`config.mk`:
```
export PLATFORM = sky130hd
export DESIGN_NAME = dbg2w_master
export DESIGN_NICKNAME = d
export VERILOG_FILES = /design/src/rtl/dbg2w_pkg.sv /design/src/rtl/dbg2w_strobe.sv /design/src/rtl/dbg2w_seq.sv /design/src/rtl/dbg2w_master.sv
export SDC_FILE = /design/constraint.sdc
export NUM_CORES = 1
export LEC_CHECK = 0
export ABC_AREA = 1
export BUFFER_PORTS_ARGS = -buffer_cell sky130_fd_sc_hd__buf_2
export CAP_MARGIN = 15
export CORE_MARGIN = 1.5
export CORE_UTILIZATION = 40
export DETAILED_ROUTE_END_ITERATION = 12
export GPL_TIMING_DRIVEN = 1
export PLACE_DENSITY_LB_ADDON = 0.12
export SYNTH_ARGS = -nofsm -noshare
export SYNTH_HDL_FRONTEND = slang
export SYNTH_SLANG_ARGS = --single-unit
```
`constraint.sdc`:
```
create_clock -name clk -period 6.64 [get_ports clk]
set_clock_uncertainty 0.2 [all_clocks]
set_input_delay 0.664 -clock clk [delete_from_list [all_inputs] [get_ports clk]]
set_output_delay 0.664 -clock clk [all_outputs]
set_load 0.02 [all_outputs]
```
`src/rtl/dbg2w_pkg.sv`:
```
package dbg2w_pkg;

  typedef enum logic [2:0] {
    OP_AR_RD = 3'd0,
    OP_AR_WR = 3'd1,
    OP_DR_RD = 3'd2,
    OP_DR_WR = 3'd3,
    OP_TRST  = 3'd4
  } op_e;

  typedef enum logic [2:0] {
    F_START, F_INS, F_LEN, F_BYTE, F_WAIT, F_STOP
  } fld_e;

  typedef enum logic [1:0] {
    S_IDLE, S_FRAME, S_TRST
  } st_e;

  // Instruction code for each frame primitive; bit 0 goes out first.
  function automatic logic [1:0] ins_code(op_e op);
    case (op)
      OP_AR_RD: ins_code = 2'b10;
      OP_AR_WR: ins_code = 2'b11;
      OP_DR_RD: ins_code = 2'b00;
      default:  ins_code = 2'b01;
    endcase
  endfunction

endpackage

```
`src/rtl/dbg2w_strobe.sv`:
```
module dbg2w_strobe #(
  parameter int PW = 8
) (
  input  logic          clk,
  input  logic          rst_n,
  input  logic [PW-1:0] half_cyc,
  input  logic          go,
  output logic          low,
  output logic          sbusy,
  output logic          last
);

  typedef enum logic [1:0] {P_IDLE, P_LOW, P_HIGH} ph_e;

  ph_e           ph_q, ph_d;
  logic [PW-1:0] cnt_q, cnt_d;
  logic [PW-1:0] load;

  assign load = (half_cyc == '0) ? '0 : half_cyc - 1'b1;

  always_comb begin
    ph_d  = ph_q;
    cnt_d = cnt_q;
    case (ph_q)
      P_IDLE: begin
        if (go) begin
          ph_d  = P_LOW;
          cnt_d = load;
        end
      end
      P_LOW: begin
        if (cnt_q == '0) begin
          ph_d  = P_HIGH;
          cnt_d = load;
        end else begin
          cnt_d = cnt_q - 1'b1;
        end
      end
      default: begin
        if (cnt_q == '0) ph_d = P_IDLE;
        else             cnt_d = cnt_q - 1'b1;
      end
    endcase
  end

  always_ff @(posedge clk or negedge rst_n) begin
    if (!rst_n) begin
      ph_q  <= P_IDLE;
      cnt_q <= '0;
    end else begin
      ph_q  <= ph_d;
      cnt_q <= cnt_d;
    end
  end

  assign low   = (ph_q == P_LOW);
  assign sbusy = (ph_q != P_IDLE);
  assign last  = (ph_q == P_HIGH) && (cnt_q == '0);

endmodule

```
`src/rtl/dbg2w_seq.sv`:
```
module dbg2w_seq
  import dbg2w_pkg::*;
#(
  parameter int WW      = 8,
  parameter int RST_CYC = 2100,
  localparam int RSTW   = $clog2(RST_CYC + 1)
) (
  input  logic          clk,
  input  logic          rst_n,
  input  logic          op_start,
  input  logic [2:0]    op_code,
  input  logic [7:0]    wr_byte,
  input  logic [WW-1:0] wait_limit,
  input  logic          data_in,
  input  logic          strb_last,
  input  logic          strb_busy,
  output logic          strb_go,
  output logic          hold_low,
  output logic          data_out,
  output logic          data_oe,
  output logic [7:0]    rd_byte,
  output logic          busy,
  output logic          done,
  output logic          wait_err
);

  st_e           st_q, st_d;
  fld_e          fld_q, fld_d;
  op_e           op_q, op_d;
  logic [2:0]    idx_q, idx_d;
  logic [7:0]    wbuf_q, wbuf_d, sh_q, sh_d;
  logic [WW-1:0] wcnt_q, wcnt_d;
  logic [RSTW-1:0] rcnt_q, rcnt_d;
  logic          pend_q, pend_d, dout_q, dout_d, oe_q, oe_d;
  logic          done_q, done_d, err_q, err_d;
  logic          is_data, is_rd;
  logic [1:0]    ins;
  logic [WW:0]   wnext;

  assign is_data = (op_q == OP_DR_RD) || (op_q == OP_DR_WR);
  assign is_rd   = (op_q == OP_DR_RD) || (op_q == OP_AR_RD);
  assign ins     = ins_code(op_q);
  assign wnext   = {1'b0, wcnt_q} + 1'b1;

  always_comb begin
    st_d = st_q;  fld_d = fld_q;  op_d = op_q;  idx_d = idx_q;
    wbuf_d = wbuf_q;  sh_d = sh_q;  wcnt_d = wcnt_q;  rcnt_d = rcnt_q;
    pend_d = pend_q;  dout_d = dout_q;  oe_d = oe_q;  err_d = err_q;
    done_d = 1'b0;
    strb_go = 1'b0;
    case (st_q)
      S_IDLE: begin
        if (op_start && (op_code <= 3'd4)) begin
          op_d   = op_e'(op_code);
          wbuf_d = wr_byte;
          err_d  = 1'b0;
          oe_d   = 1'b0;
          pend_d = 1'b0;
          if (op_code == 3'd4) begin
            st_d   = S_TRST;
            rcnt_d = RSTW'(RST_CYC - 1);
          end else begin
            st_d  = S_FRAME;
            fld_d = F_START;
          end
        end
      end
      S_TRST: begin
        if (rcnt_q == '0) begin
          st_d   = S_IDLE;
          done_d = 1'b1;
        end else begin
          rcnt_d = rcnt_q - 1'b1;
        end
      end
      default: begin
        if (!pend_q) begin
          if (!strb_busy) begin
            strb_go = 1'b1;
            pend_d  = 1'b1;
          end
        end else if (strb_last) begin
          pend_d = 1'b0;
          case (fld_q)
            F_START: begin
              fld_d = F_INS;  idx_d = '0;  oe_d = 1'b1;  dout_d = ins[0];
            end
            F_INS: begin
              if (idx_q == '0) begin
                idx_d = 3'd1;  dout_d = ins[1];
              end else if (is_data) begin
                fld_d = F_LEN;  idx_d = '0;  dout_d = 1'b0;
              end else begin
                fld_d = F_BYTE;  idx_d = '0;  oe_d = !is_rd;  dout_d = wbuf_q[0];
              end
            end
            F_LEN: begin
              if (idx_q == '0) begin
                idx_d = 3'd1;  dout_d = 1'b0;
              end else if (op_q == OP_DR_RD) begin
                fld_d = F_WAIT;  wcnt_d = '0;  oe_d = 1'b0;
              end else begin
                fld_d = F_BYTE;  idx_d = '0;  dout_d = wbuf_q[0];
              end
            end
            F_BYTE: begin
              if (is_rd) begin
                sh_d = {data_in, sh_q[7:1]};
              end else begin
                wbuf_d = wbuf_q >> 1;
                dout_d = wbuf_q[1];
              end
              if (idx_q == 3'd7) begin
                oe_d   = 1'b0;
                wcnt_d = '0;
                fld_d  = (op_q == OP_DR_WR) ? F_WAIT : F_STOP;
              end else begin
                idx_d = idx_q + 1'b1;
              end
            end
            F_WAIT: begin
              if (data_in) begin
                fld_d = (op_q == OP_DR_RD) ? F_BYTE : F_STOP;
                idx_d = '0;
              end else if (wnext >= {1'b0, wait_limit}) begin
                err_d = 1'b1;
                fld_d = F_STOP;
              end else begin
                wcnt_d = wnext[WW-1:0];
              end
            end
            default: begin
              st_d   = S_IDLE;
              done_d = 1'b1;
            end
          endcase
        end
      end
    endcase
  end

  always_ff @(posedge clk or negedge rst_n) begin
    if (!rst_n) begin
      st_q <= S_IDLE;  fld_q <= F_START;  op_q <= OP_AR_RD;  idx_q <= '0;
      wbuf_q <= '0;  sh_q <= '0;  wcnt_q <= '0;  rcnt_q <= '0;
      pend_q <= 1'b0;  dout_q <= 1'b0;  oe_q <= 1'b0;
      done_q <= 1'b0;  err_q <= 1'b0;
    end else begin
      st_q <= st_d;  fld_q <= fld_d;  op_q <= op_d;  idx_q <= idx_d;
      wbuf_q <= wbuf_d;  sh_q <= sh_d;  wcnt_q <= wcnt_d;  rcnt_q <= rcnt_d;
      pend_q <= pend_d;  dout_q <= dout_d;  oe_q <= oe_d;
      done_q <= done_d;  err_q <= err_d;
    end
  end

  assign hold_low = (st_q == S_TRST);
  assign busy     = (st_q != S_IDLE);
  assign done     = done_q;
  assign wait_err = err_q;
  assign data_out = dout_q;
  assign data_oe  = oe_q;
  assign rd_byte  = sh_q;

endmodule

```
`src/rtl/dbg2w_master.sv`:
```
module dbg2w_master #(
  parameter int PW      = 8,
  parameter int WW      = 8,
  parameter int RST_CYC = 2100
) (
  input  logic          clk,
  input  logic          rst_n,
  input  logic [PW-1:0] half_cyc,
  input  logic [WW-1:0] wait_limit,
  input  logic          op_start,
  input  logic [2:0]    op_code,
  input  logic [7:0]    wr_byte,
  output logic [7:0]    rd_byte,
  output logic          busy,
  output logic          done,
  output logic          wait_err,
  output logic          line_clk,
  output logic          data_out,
  output logic          data_oe,
  input  logic          data_in
);

  logic strb_go, strb_low, strb_busy, strb_last, hold_low;

  dbg2w_strobe #(.PW(PW)) u_strobe (
    .clk(clk), .rst_n(rst_n), .half_cyc(half_cyc), .go(strb_go),
    .low(strb_low), .sbusy(strb_busy), .last(strb_last)
  );

  dbg2w_seq #(.WW(WW), .RST_CYC(RST_CYC)) u_seq (
    .clk(clk), .rst_n(rst_n), .op_start(op_start), .op_code(op_code),
    .wr_byte(wr_byte), .wait_limit(wait_limit), .data_in(data_in),
    .strb_last(strb_last), .strb_busy(strb_busy), .strb_go(strb_go),
    .hold_low(hold_low), .data_out(data_out), .data_oe(data_oe),
    .rd_byte(rd_byte), .busy(busy), .done(done), .wait_err(wait_err)
  );

  assign line_clk = !(strb_low || hold_low);

endmodule

```
# == After elaboration in Yosys (flattened, before gate mapping) ==
# Index checks and enable logic that the tools add are counted.
# word_totals
ff_bits,62
inputBits,31
# classes
add_sub_neg,5
n_lt_le_gt_ge,2
eq_ne,38
mux,87
bitwise,2
reduce_logical,47
# op_table
op,count
8-bit two-way mux,14
3-bit two-way mux,15
12-bit two-way mux,3
8-bit case mux with 2 select lines,2
1-bit two-way mux,30
3-bit case mux with 5 select lines,2
12-bit case mux with 2 select lines,1
8-bit case mux with 3 select lines,1
2-bit inequality test (second input constant),10
10-bit AND reduction,2
2-bit two-way mux,9
2-bit nonzero test,9
8-bit zero test,2
8-bit by 1-bit subtractor with 8-bit output (second input constant),2
3-bit inequality test (second input constant),5
2-bit by 1-bit inequality test with 1-bit output (second input constant),7
7-bit AND reduction,2
3-bit by 2-bit equality test with 1-bit output (second input constant),4
12-bit zero test,1
6-bit AND reduction,2
12-bit by 1-bit subtractor with 12-bit output (second input constant),1
5-bit AND reduction,2
5-bit nonzero test,2
8-bit by 1-bit adder with 9-bit output (second input constant),1
29 further kinds,52

# == Longest topological paths before layout ==
# Gate-level depths: netlist of run 1.
# depth
depth_word,9
ltp_mapped,19
mapped_depth_nobuf,19

# == Hierarchy ==
# From an unflattened synthesis of run 1, not the netlist that was laid out.
# hier_totals
hier_cells,558
area_unflattened_um2,4066.4
# by_module_without_submodules
module,n_inst,cells_each,area_each_um2,seq_area_each_um2
dbg2w_seq,1,419,3164.3,1301.2
dbg2w_strobe,1,138,898.4,250.2
dbg2w_master,1,1,3.8,0.0

# == Worst setup path after synthesis of run 1 ==
# Ideal clock, no wire load.
# synth_path
path_kind,reg-to-reg
start,register u_seq.wcnt_q[0]
end,register u_seq.wcnt_q[0]
arrival_time_ps,2074
t_required_ps,6323
setup_slack_ps,4250
stages_incl_launch_ff,20
n_path_buf,0
synth_period_minus_slack_ps,2390
cell_sequence,dfrtp_1 -> ha_1 -> nand2_1 -> inv_1 -> nand2_1 -> xor2_1 -> inv_1 -> ha_1 -> nand2_1 -> inv_1 -> nand2_1 -> nand3_1 -> nand2_1 -> nand2_1 -> nand2_1 -> nand2_1 -> nand2_2 -> nand2_4 -> nand2_1 -> nand2_1
# synth_via
elab_chain_len,4
word_cells_on_any_way,7
classes_between,add/sub (1); order compare (1); eq/ne (1); mux (3); reduce/logical (1)
# synth_lines
element,line,rtl
from (decl),dbg2w_seq.sv:32,"logic [WW-1:0] wcnt_q, wcnt_d;"
from (signal assigned),dbg2w_seq.sv:145,wbuf_q <= '0; sh_q <= '0; wcnt_q <= '0; rcnt_q <= '0;
from (signal assigned),dbg2w_seq.sv:150,wbuf_q <= wbuf_d; sh_q <= sh_d; wcnt_q <= wcnt_d; rcnt_q <= rcnt_d;
8-bit by 1-bit adder with 9-bit output *,dbg2w_seq.sv:43,"assign wnext = {1'b0, wcnt_q} + 1'b1;"
9-bit by 8-bit greater-or-equal comparator with 1-bit output / 8-bit two-way mux (equally long branches),dbg2w_seq.sv:125,"end else if (wnext >= {1'b0, wait_limit}) begin"
2-bit inequality test (no line) / 8-bit two-way mux (equally long branches),--,
9-bit AND reduction (no line) / 8-bit case mux with 3 select lines (equally long branches),--,
# Every way passes the cells marked *; elsewhere a longest branch is shown, timed or not. The select of a mux whose other input is x is not followed.
# A chain may end at the register's enable or synchronous reset.

# == Worst setup path after layout of run 1 ==
# layout_path
start,register u_seq.wcnt_q[0]
end,register u_seq.wcnt_q[1]
# The elaborated chain is that of the path after synthesis.

==> run_results.csv, run 1 <==
group,metric,value,unit
status,outcome,"complete, no violations",
grt,met2_usage,29.2,%
timing,clock.fmax,0.377,GHz
timing,slew_headroom,43.4,%
drt,via_count,3753,
setup_path,worstSetupEndpoint,"u_seq.wcnt_q[1]",
synthesis,yosys_most_used_dff,"dfrtp_1",
grt,grtUsageTotal,18.0,%
final_layout,final_common_cell,"nand2_1",
synthesis,synth_edf_count,0,
clock_tree,cts.repair.resized,0,
setup_path,r2r_setup_slack,3.99,ns
floorplanning,core_area,10300,um2
drt,drt_pre_antenna_iters,4,
final_layout,fillCellCount,1070,
clock_tree,post-cts-setup-buffer-count,0,
setup_path,crit_slowest_cell,"dfrtp_1",
synthesis,synthCells,590,
synthesis,synth-seq-cells,62,
timing,min_period,2.65,ns
clock_tree,cts_root_buffer,"clkbuf_8",
timing,period_share,40.0,%
timing,maxSlewViolCount,0,
drt,wl,9410,um
synthesis,syn_nets,638,
power_and_ir_drop,total_power,0.000760,W
timing,worst_pin_slew,0.848,ns
power_and_ir_drop,vdd_drop_max,0.0000727,V
setup_path,critPathCaptureType,"register",
timing,fin_tns_setup,0,ns
setup_path,r2r_start,"u_seq.wcnt_q[0]",
synthesis,synth_area_leader_cell,"dfrtp_1",
final_layout,drive_above_1_share,17.0,%
synthesis,syn_area_per_cell,7.22,um2
clock_tree,cts_made_buffers,9,
setup_path,worstPathArrival,2.69,ns
clock_tree,htree_levels,3,
drt,drc,0,
grt,busiest_layer,"met2",
floorplanning,die_h,106,um
final_layout,most-common-layout-cells,"nand2_1 (148), inv_1 (90), nor2_1 (67), dfrtp_1 (62)",
floorplanning,die_width,106,um
timing,final-hold-violation-count,0,
drt,drtIter0Drc,188,
floorplanning,fp-row-count,37,
setup_path,path_cells,"ha_1, nand2_1, inv_1, nand2_1, xor2_1, inv_1, ha_1, nand2_1, inv_1, nand2_1, nand3_1, nand2_1, nand2_1, nand2_1, nand2_1, nand2_2, nand2_4, nand2_1, nand2_1",
clock_tree,cts-hold-fix-buffers,0,
grt,grt_max_degree,63,
synthesis,synth_cell_type_count,41,
synthesis,syn_area,4260,um2
setup_path,ff2ff_path_depth,19,
clock_tree,cts.clk_slew.worst_paths,0.07,ns
synthesis,yosysWarnings,0,
synthesis,async_reset_ff_share,100,%
power_and_ir_drop,leakagePower,2.53,nW
floorplanning,start_util,41.3,%
floorplanning,ios,45,
grt,grt_pass1_wl,16300,um
clock_tree,cts_tree,"built",
floorplanning,die_area,11300,um2
drt,via_per_inst,4.82,
synthesis,yosysSeqAreaShare,36.4,%
setup_path,crit_path_max_fanout,9,
power_and_ir_drop,p_per_area,159,nW/um2
setup_path,crit_type,"register to register",
synthesis,yosysTopAreaCellShare,36.4,%
clock_tree,insertion_delay,0.34,ns
setup_path,cp.required,6.68,ns
setup_path,crit_path_start,"u_seq.wcnt_q[0]",
drt,wl_per_cell,12.1,um
job,cap_violations,0,
grt,use_met3,2.76,%
timing,setup_viol,0,
setup_path,regToRegEndpoint,"u_seq.wcnt_q[1]",
grt,grt_overflow_total,0,
grt,grt_pass1_vias,3507,
placed_design,place_congestion,0.862,
clock_tree,cts.sinks,62,
grt,grt_antenna_before_repair,0,
placed_design,portBuffers,44,
setup_path,critPathMostFrequentCell,"nand2_1",
synthesis,synth_area_leaders,"dfrtp_1 (36%), nand2_1 (13%), inv_1 (7.9%)",
final_layout,nets,685,
final_layout,area_growth_syn_to_layout,12.5,%
setup_path,startpoint_type,"register",
setup_path,slowest_delay,0.42,ns
clock_tree,cts_buffer_depth,2,
final_layout,diodes,0,
placed_design,hpwl,7030,um
drt,antenna_left,0,
grt,gr-usage-met1,24.2,%
timing,rsz0062_at_grt,"false",
worst_hold_path,hold_class,"input port to async pin",
-- kinds of logic after synthesis --
| kind of cell | count (synthesis) | synth area share, % |
|---|---|---|
| flip-flops | 62 | 36.4 |
| AO/OA/AOI/OAI | 97 | 14.1 |
| buffers and inverters | 108 | 10.2 |
| AND/OR/NAND/NOR | 291 | 31.2 |
| adder cells (fa/ha/maj) | 17 | 4.99 |
| XOR/XNOR | 15 | 3.08 |
-- synthesized netlist by cell type (all sizes together) (2+ instances only) --
library cell	count
nand4	5
buf	9
a22oi	2
xor2	14
o211ai	9
nand3	42
nand3b	3
a31oi	4
inv	99
dfrtp	62
ha	17
nor3	8
a21oi	21
o21ai	57
nor2	71
nand2	158
-- area by class of cell --
class	instances	area (um2)	share of cell area (%)
Multi-Input combinational cell	420	2270	47.4
Clock buffer	10	138	2.87
Inverter	99	372	7.75
Clock inverter	6	61.3	1.28
Sequential cell	62	1550	32.4
Tap cell	136	170	3.55
Timing Repair Buffer	45	228	4.75
-- where the power goes --
group          internal (W)  leakage, nW  total (W)  switching, W
Clock              0.000182        0.102   0.000340      0.000157
Combinational     0.0000141         1.69  0.0000393     0.0000251
Sequential         0.000380        0.737   0.000382    0.00000203
Total              0.000576         2.53   0.000760      0.000185
-- worst max-delay path: cells and delay by family (launching register included) --
family | cells | cell delay [ns]
and+or+nand+nor | 13 | 1.05
adders and majority gates | 2 | 0.51
DFF | 1 | 0.42
xor gates and xnor gates | 1 | 0.21
buffers and inverters | 3 | 0.16
-- metrics by stage --
stage	hold slack [ns]	utilization, %	setup slack (ns)	instances	area [um2]
floorplan	0.168	-	4.25	590	4260
global placement	0.263	44.5	4.07	762	4590
detailed placement	0.265	44.5	3.98	762	4590
CTS	0.284	46.4	3.95	778	4790
global route	0.300	46.4	3.66	778	4790
finish	0.274	46.4	3.99	778	4790
-- registers in the layout (all words and copies together), names as in the netlist --
name / count
u_seq.data_out: 1
u_seq.data_oe: 1
u_strobe.ph_q: 2
u_seq.wait_err: 1
u_seq.st_q: 2
u_seq.wcnt_q: 8
u_seq.op_q: 3
u_seq.idx_q: 3
u_seq.rcnt_q: 12
u_seq.pend_q: 1
u_seq.rd_byte: 8
u_strobe.cnt_q: 8
u_seq.done: 1
u_seq.wbuf_q: 8
u_seq.fld_q: 3
-- routing by layer --
metal  part of all wire (%)  vias to the layer above
met4                    1.6                        0
met2                     45                       63
met1                     49                     1710
met3                    3.6                       10
met5                      0                        -
li1                       -                     1970
-- worst min-delay path by stage --
stage          cells after the start          endpoint  slack, ns
3_5_place_dp                       2  u_seq.rd_byte[0]       0.26
2_1_floorplan                      0     u_seq.data_oe       0.17
3_3_place_gp                       2  u_seq.rd_byte[0]       0.26
5_1_grt                            2  u_seq.rd_byte[0]       0.30
6_report                           2   u_seq.wcnt_q[0]       0.27
4_1_cts                            2  u_seq.rd_byte[0]       0.28
No activity file was read; power rests on OpenSTA's default activity.
==> inputs of run 2 (changes only) <==
- clock period: 6.64 -> 2.25 ns (I/O delays scaled with it)
==> run_results.csv, run 2 (synthesized netlist as in run 1, its figures left out) <==
group,metric,value,unit
floorplanning,fp-row-count,37,
clock_tree,cts.sinks,62,
timing,maxSlewViolCount,0,
clock_tree,cts_root_buffer,"clkbuf_8",
status,violations,"negative setup slack",
setup_path,startpoint_type,"register",
timing,rsz0062_at_grt,"true",
clock_tree,cts_made_buffers,9,
placed_design,dpl-instance-area,4810,um2
final_layout,most-common-layout-cells,"nand2_1 (134), inv_1 (89), nor2_1 (64), dfrtp_1 (62)",
final_layout,area_growth_syn_to_layout,24.4,%
setup_path,cp.required,2.28,ns
final_layout,fillCellCount,1033,
timing,holdWs,0.0227,ns
final_layout,multiInputGateArea,2440,um2
timing,clock.fmax,0.415,GHz
worst_hold_path,hold_class,"input port to register",
drt,via_count,3983,
final_layout,final_common_cell,"nand2_1",
grt,grt_antenna_before_repair,0,
grt,grtUsageTotal,18.6,%
clock_tree,insertion_delay,0.34,ns
timing,setup_slack,-0.160,ns
final_layout,drive_above_1_share,24.2,%
clock_tree,cts_buffer_depth,2,
placed_design,place_congestion,0.831,
timing,slew_headroom,70.4,%
grt,grt_pass1_wl,16900,um
timing,setup_viol,12,
placed_design,place_inst,785,
setup_path,critPathCaptureType,"register",
timing,period_share,107,%
placed_design,dpl_worst_slack,-0.279,ns
timing,worst_pin_slew,0.440,ns
power_and_ir_drop,vdd_drop_max,0.000320,V
final_layout,diodes,0,
setup_path,crit_path_max_fanout,8,
final_layout,register_area,1550,um2
floorplanning,die_area,11300,um2
drt,via_per_inst,4.86,
floorplanning,die_h,106,um
floorplanning,ios,45,
status,outcome,"finished, violations left",
grt,grt_overflow_total,0,
clock_tree,cts_tree,"built",
drt,wl_per_cell,11.9,um
grt,grt_pass1_vias,3693,
floorplanning,core_area,10300,um2
floorplanning,start_util,41.3,%
placed_design,hpwl,7210,um
final_layout,largest-register,"u_seq.rcnt_q",
final_layout,nets,726,
power_and_ir_drop,p_per_area,416,nW/um2
setup_path,worstPathArrival,2.44,ns
floorplanning,die_width,106,um
final_layout,layout.cells.non_filler,819,
job,cap_violations,0,
drt,drt_pre_antenna_iters,5,
timing,min_period,2.41,ns
drt,wl,9710,um
drt,drc,0,
clock_tree,cts.clk_slew.worst_paths,0.07,ns
placed_design,portBuffers,44,
timing,fin_tns_setup,-1.59,ns
drt,antenna_left,0,
timing,final-hold-violation-count,0,
setup_path,crit_type,"register to register",
clock_tree,htree_levels,3,
grt,grt_max_degree,63,
final_layout,largest_register_ffs,12,
final_layout,fin_area,5300,um2
power_and_ir_drop,leakagePower,2.73,nW
drt,drtIter0Drc,156,
-- run 2: changes by cell type in the layout (fill, tap and decap cells not counted), sizes merged --
cell,delta
dlygate4sd3,+11
nand2,+1
clkinv,-2
clkbuf,+2
buf,+29
-- run 2: final cells by class --
| class | count | area share [%] |
|---|---|---|
| Timing Repair Buffer | 85 | 11.0 |
| Multi-Input combinational cell | 421 | 46.1 |
| Sequential cell | 62 | 29.3 |
| Clock inverter | 4 | 0.897 |
| Inverter | 99 | 7.01 |
| Tap cell | 136 | 3.21 |
| Clock buffer | 12 | 2.55 |
-- run 2: final timing paths --
path | start | to | slack, ns | cells past startpoint
setup / recovery | u_seq.wcnt_q[1] | u_seq.wcnt_q[0] | -0.16 | 19
hold reg to reg | u_seq.rd_byte[0] | u_seq.rd_byte[0] | 0.28 | 2
max in group asynchronous | rst_n | u_seq.fld_q[2] | 1.36 | 3
setup reg to reg | u_seq.wcnt_q[1] | u_seq.wcnt_q[0] | -0.16 | 19
min in group asynchronous | rst_n | u_strobe.cnt_q[3] | 0.21 | 3
hold / removal | half_cyc[2] | u_strobe.cnt_q[2] | 0.02 | 4
-- run 2: critical path, stage by stage (launching register included) --
cell	delay (ns)
dfrtp_1	0.39
ha_2	0.20
nand2_2	0.06
inv_2	0.05
nand2_4	0.08
xor2_2	0.16
inv_1	0.09
ha_4	0.23
nand2_4	0.07
inv_1	0.04
nand2_1	0.05
nand3_1	0.08
nand2_1	0.06
nand2_1	0.06
nand2_2	0.09
nand2_4	0.09
nand2_8	0.11
nand2_8	0.07
nand2_1	0.07
nand2_1	0.05
-- run 2: routing by layer --
layer / vias up / track usage [%] / wire length (um)
li1: 2061 / - / -
met4: 0 / 4.05 / 72
met5: - / 0 / 0
met1: 1839 / 25.4 / 4720
met2: 77 / 30.0 / 4510
met3: 6 / 4.41 / 412
-- run 2: what timing repair did --
item | in CTS | in global routing
cloned | 1 | 0
gates resized for setup | 12 | 19
pin swaps | 7 | 7
endpoints found under the setup margin | 12 | 22
buffers inserted | 2 | 4
hold buffers | 11 | 0
hold endpoints to repair | 74 | 0
-- run 2: per-stage QoR --
| step | util, % | power [W] |
|---|---|---|
| 2_1_floorplan | - | 0.00120 |
| 3_3_place_gp | 46.6 | 0.00127 |
| 3_5_place_dp | 46.6 | 0.00127 |
| 4_1_cts | 50.2 | 0.00224 |
| 5_1_grt | 51.3 | 0.00232 |
| 6_report | 51.3 | 0.00220 |
-- run 2: power by group --
part / switching (W) / internal [W]
Combinational: 0.0000788 / 0.0000590
Clock: 0.000430 / 0.000509
Sequential: 0.00000613 / 0.00112
Total: 0.000515 / 0.00169
